File: src/rtl/cct_pkg.sv
package cct_pkg;
  typedef enum logic [1:0] {
    RUN_STOP  = 2'd0,
    RUN_TIMER = 2'd1,
    RUN_EVENT = 2'd2,
    RUN_GATED = 2'd3
  } run_mode_t;

  typedef enum logic [1:0] {
    CH_OFF      = 2'd0,
    CH_COMPARE  = 2'd1,
    CH_CAP_EDGE = 2'd2,
    CH_CAP_SW   = 2'd3
  } ch_mode_t;

  localparam int unsigned A_CTRL    = 0;
  localparam int unsigned A_TIMER   = 1;
  localparam int unsigned A_RELOAD  = 2;
  localparam int unsigned A_FLAGS   = 3;
  localparam int unsigned A_CC_BASE = 4;
endpackage

File: src/rtl/cct_sync.sv
module cct_sync #(
  parameter int W = 1
) (
  input  logic         clk,
  input  logic         rst,
  input  logic [W-1:0] d,
  output logic [W-1:0] q
);
  logic [W-1:0] s1;

  always_ff @(posedge clk) begin
    if (rst) begin
      s1 <= '0;
      q  <= '0;
    end else begin
      s1 <= d;
      q  <= s1;
    end
  end
endmodule

File: src/rtl/cct_prescale.sv
module cct_prescale #(
  parameter int BASE = 12
) (
  input  logic clk,
  input  logic rst,
  input  logic clr,
  input  logic div2,
  output logic tick
);
  localparam int CW = $clog2(2 * BASE);

  logic [CW-1:0] pre;
  logic [CW-1:0] lim;

  assign lim  = div2 ? CW'(2 * BASE - 1) : CW'(BASE - 1);
  assign tick = (pre == lim);

  always_ff @(posedge clk) begin
    if (rst || clr) pre <= '0;
    else if (tick)  pre <= '0;
    else            pre <= pre + CW'(1);
  end

  // the divider never runs past the selected period
  a_r2_pre_range: assert property (@(posedge clk) disable iff (rst)
    !clr |=> (pre <= lim));
endmodule

File: src/rtl/cct_counter.sv
module cct_counter
  import cct_pkg::*;
#(
  parameter int W = 16
) (
  input  logic      clk,
  input  logic      rst,
  input  run_mode_t mode,
  input  logic      trig_sel,
  input  logic      tick,
  input  logic      cyc_en,
  input  logic      ev_in,
  input  logic      trig_in,
  input  logic      tmr_we,
  input  logic      rld_we,
  input  logic [W-1:0] wdata,
  input  logic      ovf_clr,
  output logic [W-1:0] tmr,
  output logic [W-1:0] rld,
  output logic      ovf_flag,
  output logic      wrap_evt
);
  logic ev_prev, ev_det, trig_prev;
  logic inc, ovf, trig_ld, ovf_hit;

  always_comb begin
    unique case (mode)
      RUN_TIMER: inc = tick;
      RUN_EVENT: inc = ev_det;
      RUN_GATED: inc = tick & ev_in;
      default:   inc = 1'b0;
    endcase
  end

  assign trig_ld  = trig_sel & trig_prev & ~trig_in;
  assign ovf      = inc & (tmr == '1);
  assign ovf_hit  = ovf & ~tmr_we & ~trig_ld;
  assign wrap_evt = ~tmr_we & (trig_ld | ovf);

  always_ff @(posedge clk) begin
    if (rst) begin
      ev_prev   <= 1'b0;
      ev_det    <= 1'b0;
      trig_prev <= 1'b0;
      tmr       <= '0;
      rld       <= '0;
      ovf_flag  <= 1'b0;
    end else begin
      if (cyc_en) ev_prev <= ev_in;
      ev_det    <= cyc_en & ev_prev & ~ev_in;
      trig_prev <= trig_in;
      if (rld_we) rld <= wdata;
      if (tmr_we)       tmr <= wdata;
      else if (trig_ld) tmr <= rld;
      else if (ovf)     tmr <= trig_sel ? '0 : rld;
      else if (inc)     tmr <= tmr + W'(1);
      if (ovf_hit)      ovf_flag <= 1'b1;
      else if (ovf_clr) ovf_flag <= 1'b0;
    end
  end

  // a stopped timer holds unless written or trigger-reloaded
  a_r12_stop_hold: assert property (@(posedge clk) disable iff (rst)
    (mode == RUN_STOP && !tmr_we && !trig_ld) |=> $stable(tmr));
  // in event mode the count only moves one cycle after a detection
  a_r4_event_lag: assert property (@(posedge clk) disable iff (rst)
    (mode == RUN_EVENT && !ev_det && !tmr_we && !trig_ld) |=> $stable(tmr));
  // overflow flag is sticky
  a_r11_ovf_sticky: assert property (@(posedge clk) disable iff (rst)
    (ovf_flag && !ovf_clr) |=> ovf_flag);
endmodule

File: src/rtl/cct_channel.sv
module cct_channel
  import cct_pkg::*;
#(
  parameter int W = 16
) (
  input  logic         clk,
  input  logic         rst,
  input  ch_mode_t     mode,
  input  logic [W-1:0] tmr,
  input  logic         wrap_evt,
  input  logic         cap_s,
  input  logic         bus_we,
  input  logic [W-1:0] wdata,
  input  logic         flag_clr,
  output logic [W-1:0] cc,
  output logic         cmp_out,
  output logic         flag
);
  logic cap_prev, cap_hit, match;

  assign cap_hit = ((mode == CH_CAP_EDGE) & cap_s & ~cap_prev)
                 | ((mode == CH_CAP_SW) & bus_we);
  assign match   = (mode == CH_COMPARE) & (tmr == cc);

  always_ff @(posedge clk) begin
    if (rst) begin
      cap_prev <= 1'b0;
      cc       <= '0;
      cmp_out  <= 1'b0;
      flag     <= 1'b0;
    end else begin
      cap_prev <= cap_s;
      if (cap_hit)     cc <= tmr;
      else if (bus_we) cc <= wdata;
      if (mode != CH_COMPARE || wrap_evt) cmp_out <= 1'b0;
      else if (match)                     cmp_out <= 1'b1;
      if (cap_hit || match) flag <= 1'b1;
      else if (flag_clr)    flag <= 1'b0;
    end
  end

  // a reload always leaves the compare output low
  a_r8_cmp_clear: assert property (@(posedge clk) disable iff (rst)
    wrap_evt |=> !cmp_out);
  // a capture stores the timer value seen at the capture edge
  a_r9_capture: assert property (@(posedge clk) disable iff (rst)
    cap_hit |=> (cc == $past(tmr)));
  // channel flag is sticky
  a_r11_flag_sticky: assert property (@(posedge clk) disable iff (rst)
    (flag && !flag_clr) |=> flag);
endmodule

File: src/rtl/cc_timer.sv
module cc_timer
  import cct_pkg::*;
#(
  parameter int W        = 16,
  parameter int NCH      = 4,
  parameter int PRE_BASE = 12,
  localparam int AW      = $clog2(A_CC_BASE + NCH)
) (
  input  logic           clk,
  input  logic           rst,
  input  logic           cyc_en,
  input  logic           cnt_in,
  input  logic           trig_in,
  input  logic [NCH-1:0] cap_in,
  input  logic           wr_en,
  input  logic [AW-1:0]  wr_addr,
  input  logic [W-1:0]   wr_data,
  input  logic [AW-1:0]  rd_addr,
  output logic [W-1:0]   rd_data,
  output logic [NCH-1:0] cmp_out,
  output logic           irq_ovf,
  output logic [NCH-1:0] irq_cc
);
  localparam int CHB = 8;

  logic [1:0]       mode_q;
  logic             div2_q, tsel_q;
  logic [2*NCH-1:0] chm_q;
  logic             we_ctrl, we_tmr, we_rld, we_flags;
  logic             tick, wrap_evt;
  logic [W-1:0]     tmr, rld;
  logic [NCH+1:0]   syn;
  logic [W-1:0]     cc_v [NCH];
  logic [W-1:0]     rd_nx;

  assign we_ctrl  = wr_en && (wr_addr == AW'(A_CTRL));
  assign we_tmr   = wr_en && (wr_addr == AW'(A_TIMER));
  assign we_rld   = wr_en && (wr_addr == AW'(A_RELOAD));
  assign we_flags = wr_en && (wr_addr == AW'(A_FLAGS));

  always_ff @(posedge clk) begin
    if (rst) begin
      mode_q <= '0;
      div2_q <= 1'b0;
      tsel_q <= 1'b0;
      chm_q  <= '0;
    end else if (we_ctrl) begin
      mode_q <= wr_data[1:0];
      div2_q <= wr_data[2];
      tsel_q <= wr_data[3];
      chm_q  <= wr_data[CHB +: 2*NCH];
    end
  end

  cct_sync #(.W(NCH + 2)) u_sync (
    .clk(clk), .rst(rst), .d({cap_in, trig_in, cnt_in}), .q(syn));

  cct_prescale #(.BASE(PRE_BASE)) u_pre (
    .clk(clk), .rst(rst), .clr(we_ctrl), .div2(div2_q), .tick(tick));

  cct_counter #(.W(W)) u_cnt (
    .clk(clk), .rst(rst), .mode(run_mode_t'(mode_q)), .trig_sel(tsel_q),
    .tick(tick), .cyc_en(cyc_en), .ev_in(syn[0]), .trig_in(syn[1]),
    .tmr_we(we_tmr), .rld_we(we_rld), .wdata(wr_data),
    .ovf_clr(we_flags & wr_data[0]), .tmr(tmr), .rld(rld),
    .ovf_flag(irq_ovf), .wrap_evt(wrap_evt));

  for (genvar i = 0; i < NCH; i++) begin : g_ch
    cct_channel #(.W(W)) u_ch (
      .clk(clk), .rst(rst), .mode(ch_mode_t'(chm_q[2*i +: 2])), .tmr(tmr),
      .wrap_evt(wrap_evt), .cap_s(syn[2+i]),
      .bus_we(wr_en && (wr_addr == AW'(A_CC_BASE + i))), .wdata(wr_data),
      .flag_clr(we_flags & wr_data[1+i]), .cc(cc_v[i]),
      .cmp_out(cmp_out[i]), .flag(irq_cc[i]));
  end

  always_comb begin
    rd_nx = '0;
    if (rd_addr == AW'(A_CTRL)) begin
      rd_nx[3:0]             = {tsel_q, div2_q, mode_q};
      rd_nx[CHB +: 2*NCH]    = chm_q;
    end
    if (rd_addr == AW'(A_TIMER))  rd_nx = tmr;
    if (rd_addr == AW'(A_RELOAD)) rd_nx = rld;
    if (rd_addr == AW'(A_FLAGS))  rd_nx[NCH:0] = {irq_cc, irq_ovf};
    for (int i = 0; i < NCH; i++)
      if (rd_addr == AW'(A_CC_BASE + i)) rd_nx = cc_v[i];
  end

  always_ff @(posedge clk) begin
    if (rst) rd_data <= '0;
    else     rd_data <= rd_nx;
  end
endmodule

File: config.mk
export PLATFORM = sky130hd
export DESIGN_NAME = cc_timer
export DESIGN_NICKNAME = d
export VERILOG_FILES = /design/src/rtl/cct_pkg.sv /design/src/rtl/cct_sync.sv /design/src/rtl/cct_prescale.sv /design/src/rtl/cct_counter.sv /design/src/rtl/cct_channel.sv /design/src/rtl/cc_timer.sv
export SDC_FILE = /design/constraint.sdc
export NUM_CORES = 1
export LEC_CHECK = 0
export ABC_CLOCK_PERIOD_IN_PS = 4990
export CORE_UTILIZATION = 50
export DETAILED_ROUTE_END_ITERATION = 16
export PLACE_DENSITY = 0.7
export SYNTH_ARGS = -nofsm -noshare
export SYNTH_HDL_FRONTEND = slang
export SYNTH_SLANG_ARGS = --single-unit
File: constraint.sdc
create_clock -name clk -period 4.99 [get_ports clk]
set_clock_uncertainty 0.1 [all_clocks]
set_input_delay 0.499 -clock clk [delete_from_list [all_inputs] [get_ports clk]]
set_output_delay 0.499 -clock clk [all_outputs]
set_load 0.01 [all_outputs]
# Yosys cells after proc, flatten, opt, wreduce, memory -nomap -nowiden
# Cells that the tools add are included.
# Widths: inputs -> output; s select.
# word_totals
reg_bits	157
in_bits	32
wordCells	182
# op_classes
add_sub_neg	2
n_eq_ne	39
n_mux	34
n_bitwise	43
reduce_logical	34
# op_table
op	count
$mux 16	19
$eq 16x16->1	4
$and 1x1->1	30
$eq 3x3->1 const B	8
$eq 2x2->1 const B	10
$reduce_bool 2->1	9
$add 16x1->16 const B	1
$eq 16x16->1 const B	1
$eq 3x2->1 const B	4
$eq 2x1->1 const B	5
$mux 1	10
$mux 5	2
$reduce_or 2->1	5
$logic_or 1x1->1	9
$logic_and 1x1->1	8
$mux 8	1
$ne 2x1->1 const B	4
$not 1->1	8
$eq 3x1->1 const B	2
$logic_not 3->1	2
$add 5x1->5 const B	1
$eq 5x5->1	1
$or 1x1->1	5
$mux 4	1
2 further kinds	2

# Longest topological paths before layout
# depth
depth_word	9
mapped_depth	9
depth_no_buf	7

# Modules after synthesis
# A second synthesis with hierarchy kept.
# unflattened
cells_unflattened	1034
hier_area_um2	9132.5
# modules_own_cells
module	instances	cells_per_inst	area_per_inst_um2	seq_area_each_um2
cct_channel	4	127	1153.6	380.4
cct_counter	1	243	2009.4	720.7
cc_timer	1	238	1920.6	560.5
cct_sync	1	25	366.6	240.2
cct_prescale	1	20	221.5	100.1

# Worst setup path before layout
# No wires, ideal clock.
# synth_path
path_kind	register -> register
startpoint	register u_pre.pre[2]
endpoint	register u_cnt.tmr[15]
arrival_ps	2126
required_ps	4798
setup_slack_ps	2671
path_stages_with_launch	7
n_path_buf	0
path_cell_list	dfxtp_1 -> or4b_4 -> a221o_2 -> and2_4 -> a31oi_4 -> or4b_1 -> o32ai_1
# synth_between
elab_chain_cells	7
elab_cells_between_ends	8
classes_between	1 x eq/ne; 4 x mux; 2 x bitwise; 1 x reduce/logical
# synth_rtl
element	line_no	text
start: declaration	cct_prescale.sv:12	logic [CW-1:0] pre;
start signal: assignment	cct_prescale.sv:21	else pre <= pre + CW'(1);
$eq 5x5->1 (*)	cct_prescale.sv:16	assign tick = (pre == lim);
$and 1x1->1	cct_counter.sv:30	RUN_GATED: inc = tick & ev_in;
$pmux 1 s3 (*)	cct_counter.sv:27	unique case (mode)
$and 1x1->1	cct_counter.sv:36	assign ovf = inc & (tmr == '1);
$mux 16	cct_counter.sv:55	else if (ovf) tmr <= trig_sel ? '0 : rld;
$mux 16	cct_counter.sv:54	else if (trig_ld) tmr <= rld;
$mux 16	cct_counter.sv:53	if (tmr_we) tmr <= wdata;
end signal: assignment	cct_counter.sv:53	
end signal: assignment	cct_counter.sv:54	
end signal: assignment	cct_counter.sv:55	
end: declaration	cct_counter.sv:18	output logic [W-1:0] tmr,
# Mark *: on every way between the ends. The rest lies on a longest branch, timed or not.
# A chain may end at the register's enable or synchronous reset.

# Worst setup path after layout
# layout_path
startpoint	register u_cnt.tmr[0]
endpoint	register g_ch[0].u_ch.cmp_out
# layout_between
elab_chain_cells	6
elab_cells_between_ends	8
classes_between	2 x eq/ne; 4 x bitwise; 2 x reduce/logical
# layout_rtl
element	line_no	text
$eq 16x16->1	cct_counter.sv:36	
$and 1x1->1	cct_counter.sv:36	
$or 1x1->1	cct_counter.sv:38	assign wrap_evt = ~tmr_we & (trig_ld | ovf);
$and 1x1->1	cct_counter.sv:38	
$logic_or 1x1->1	cct_channel.sv:35	if (mode != CH_COMPARE || wrap_evt) cmp_out <= 1'b0;
$reduce_or 2->1 (no line)	--	
end signal: assignment	cct_channel.sv:29	cmp_out <= 1'b0;
end signal: assignment	cct_channel.sv:35	
end signal: assignment	cct_channel.sv:36	else if (match) cmp_out <= 1'b1;
end: declaration	cct_channel.sv:16	output logic cmp_out,
# Parallel ways exist; a longest one is shown, timed or not.

==> flow_summary.toml <==
[layout]
drive_gt1_frac = 0.08624
nets = 995
fin_cells = 1185
num_antenna_cells = 0
utilization = 0.5954
syn_to_final_growth_pct = 14.45
design_area_um2 = 9185
fillCellCount = 1433

[power]
power.density_nw_per_um2 = 308.2
totalPowerFinal_mw = 2.830
p_leak_nw = 3.399
ir_drop_uv = 266.1

[cts]
htreeDepth = 4
post_cts_buffers = 0
clock-sinks = 157
cts_root_buf = "clkbuf_16"
cts_buffer_depth = 2
path_clk_slew_ps = 70
cts_resized = 0
worstSkewPairLatency_ps = 430
postCtsHoldBufs = 0
cts_tree = "built"
cts_made_buffers = 17

[critical_path]
start_kind = "flip-flop"
criticalPathCategory = "flip-flop to flip-flop"
crit_slowest_cell = "nor2_1"
cp_common_cell = "buf_4"
cp_data_required_time_ps = 5200
crit_family = "simple AND/OR/NAND/NOR gates"
slowest_delay_ps = 420
crit_fanout = 13
cp-end-kind = "flip-flop"
cp.buffers_inverters = 2
cp.arrival_ps = 3110
worstPathCellList = "buf_4 > ha_1 > and4_1 > nand4_1 > a21oi_1 > buf_4 > nor2_1 > o21bai_1 > a2111oi_0"

[logic_synthesis]
yosysTopAreaCellShare = 0.3916
synth-seq-cells = 157
synth_area_leaders = "dfxtp_1 39%, a222oi_1 7.6%, nand2_1 5.2%"
syn_inst = 964
ys_async_sr_fraction = 0
synthesis.area_um2 = 8025
synthFlopType = "dfxtp_1"
synth_most_common_cell = "dfxtp_1"
synth_warnings = 0
ys_types = 63
synth_common_cells = "157 x dfxtp_1, 111 x nand2_1, 106 x nor2_1, 80 x clkbuf_1, 68 x a21oi_1"
synth_area_leader_cell = "dfxtp_1"
synth_edf_count = 0
syn_area_per_cell_um2 = 8.325
synth.yosys.seq_area_share = 0.3916
synth_nets = 998

[detailed_routing]
drc = 0
ant_nets = 0
drtIter0Drc = 1509
vias_per_cell = 6.459
wl_per_cell_um = 22.09
first_pass_iters = 9
via_count = 7654
wl_um = 26170

[global_routing]
grt_overflow = 0
antenna_found_initial = 0
grt_pass1_wl_um = 40410
grt_start_max_net_pins = 86
grt_pass1_vias = 6842
gr-usage-all-layers = 0.3250

[min_path]
hp-class = "flip-flop to flip-flop"

[timing]
max_freq_mhz = 344.3
setup_viol = 0
fin_tns_setup_ps = 0
slew_viol_final = 0
timing.final.crit_share = 0.5821
hold_violations = 0
tightest_slew_ps = 1263
worst_slack_ps = 2085
rsz0062_at_grt = "no"
fin_hold_ws_ps = 332.3
max-slew-margin-rel = 0.1565
fin_crit_ps = 2905

[place]
place_congestion = 0.9250
placed_area_um2 = 8621
post-place-cells = 1153
dp_hpwl_um = 17390
detailedPlace.worstSlack_ps = 1828
port_buffers = 56

[floorplan]
die-area_um2 = 16560
die_w_um = 128.7
initial_core_util = 0.5202
core_area_um2 = 15430
die_h_um = 128.7
num_io_pins = 57
rows = 45

[status]
status = "complete, no violations"

[flow_run]
cap_violations = 0
## layout by cell type, fill, tap and decap left out, types with 13 or more instances in the layout
cell type        instances
dfxtp_1                157
nand2_1                111
nor2_1                 106
a21oi_1                 68
a222oi_1                61
clkdlybuf4s50_1         54
xor2_1                  47
o21ai_0                 42
xnor2_1                 32
nor2b_1                 28
buf_4                   24
clkbuf_16               17
mux2i_1                 16
nand4_1                 15
mux2_2                  14
nand3_1                 14
inv_1                   13
## worst paths after layout
kind,from,end,slack (ps),depth (start not counted)
worst max-delay path,u_cnt.tmr[0],g_ch[0].u_ch.cmp_out,2090,9
worst min-delay path,u_sync.s1[0],u_sync.q[0],330,1
worst max register to register,u_cnt.tmr[0],g_ch[0].u_ch.cmp_out,2090,9
worst min register to register,u_sync.s1[0],u_sync.q[0],330,1
## logic make-up after synthesis
| group | count (synthesis) | share of synthesized area |
|---|---|---|
| adders and majority gates | 2 | 0.003118 |
| xor gates and xnor gates | 79 | 0.08622 |
| DFF | 157 | 0.3916 |
| muxes | 30 | 0.03960 |
| and+or+nand+nor | 334 | 0.1969 |
| AOI/OAI and AO/OA | 248 | 0.2248 |
| buffers and inverters | 114 | 0.05769 |
## final cells by class
cell class / count / area (um^2) / share of cell area
Timing Repair Buffer: 79 / 725.7 / 0.07901
Clock buffer: 17 / 425.4 / 0.04632
Tap cell: 211 / 264.0 / 0.02874
Clock inverter: 15 / 138.9 / 0.01512
Multi-Input combinational cell: 693 / 4439 / 0.4833
Sequential cell: 157 / 3143 / 0.3422
Inverter: 13 / 48.80 / 0.005313
## registers in the layout (all words and copies together), names as in the netlist, 5 cells and up
name / count
u_cnt.rld: 16
u_sync.q: 6
g_ch.u_ch.cc: 64
chm_q: 8
rd_data: 16
u_pre.pre: 5
u_cnt.tmr: 16
u_sync.s1: 6
## worst register-to-register path, delay by kind of cell, from the launching register on
kind	cells	cell delay, ps
AND/OR/NAND/NOR	3	1010
AO/OA/AOI/OAI	3	770
buffers and inverters	2	360
flip-flops	1	300
adder cells (fa/ha/maj)	1	260
## report_power, final
| part | leakage, nW | switching [mW] | total [mW] | internal [mW] |
|---|---|---|---|---|
| Sequential | 1.27 | 0.0299 | 1.32 | 1.29 |
| Clock | 0.268 | 0.562 | 1.25 | 0.693 |
| Combinational | 1.86 | 0.160 | 0.261 | 0.101 |
| Total | 3.40 | 0.751 | 2.83 | 2.08 |
## layer usage
metal / track usage / part of all wire / vias up
met5: 0 / 0 / -
met4: 0.1529 / 0.043 / 0
met3: 0.06279 / 0.10 / 81
met2: 0.4808 / 0.43 / 476
met1: 0.4549 / 0.43 / 3586
li1: - / - / 3511
No activity file was read; power rests on OpenSTA's default activity.
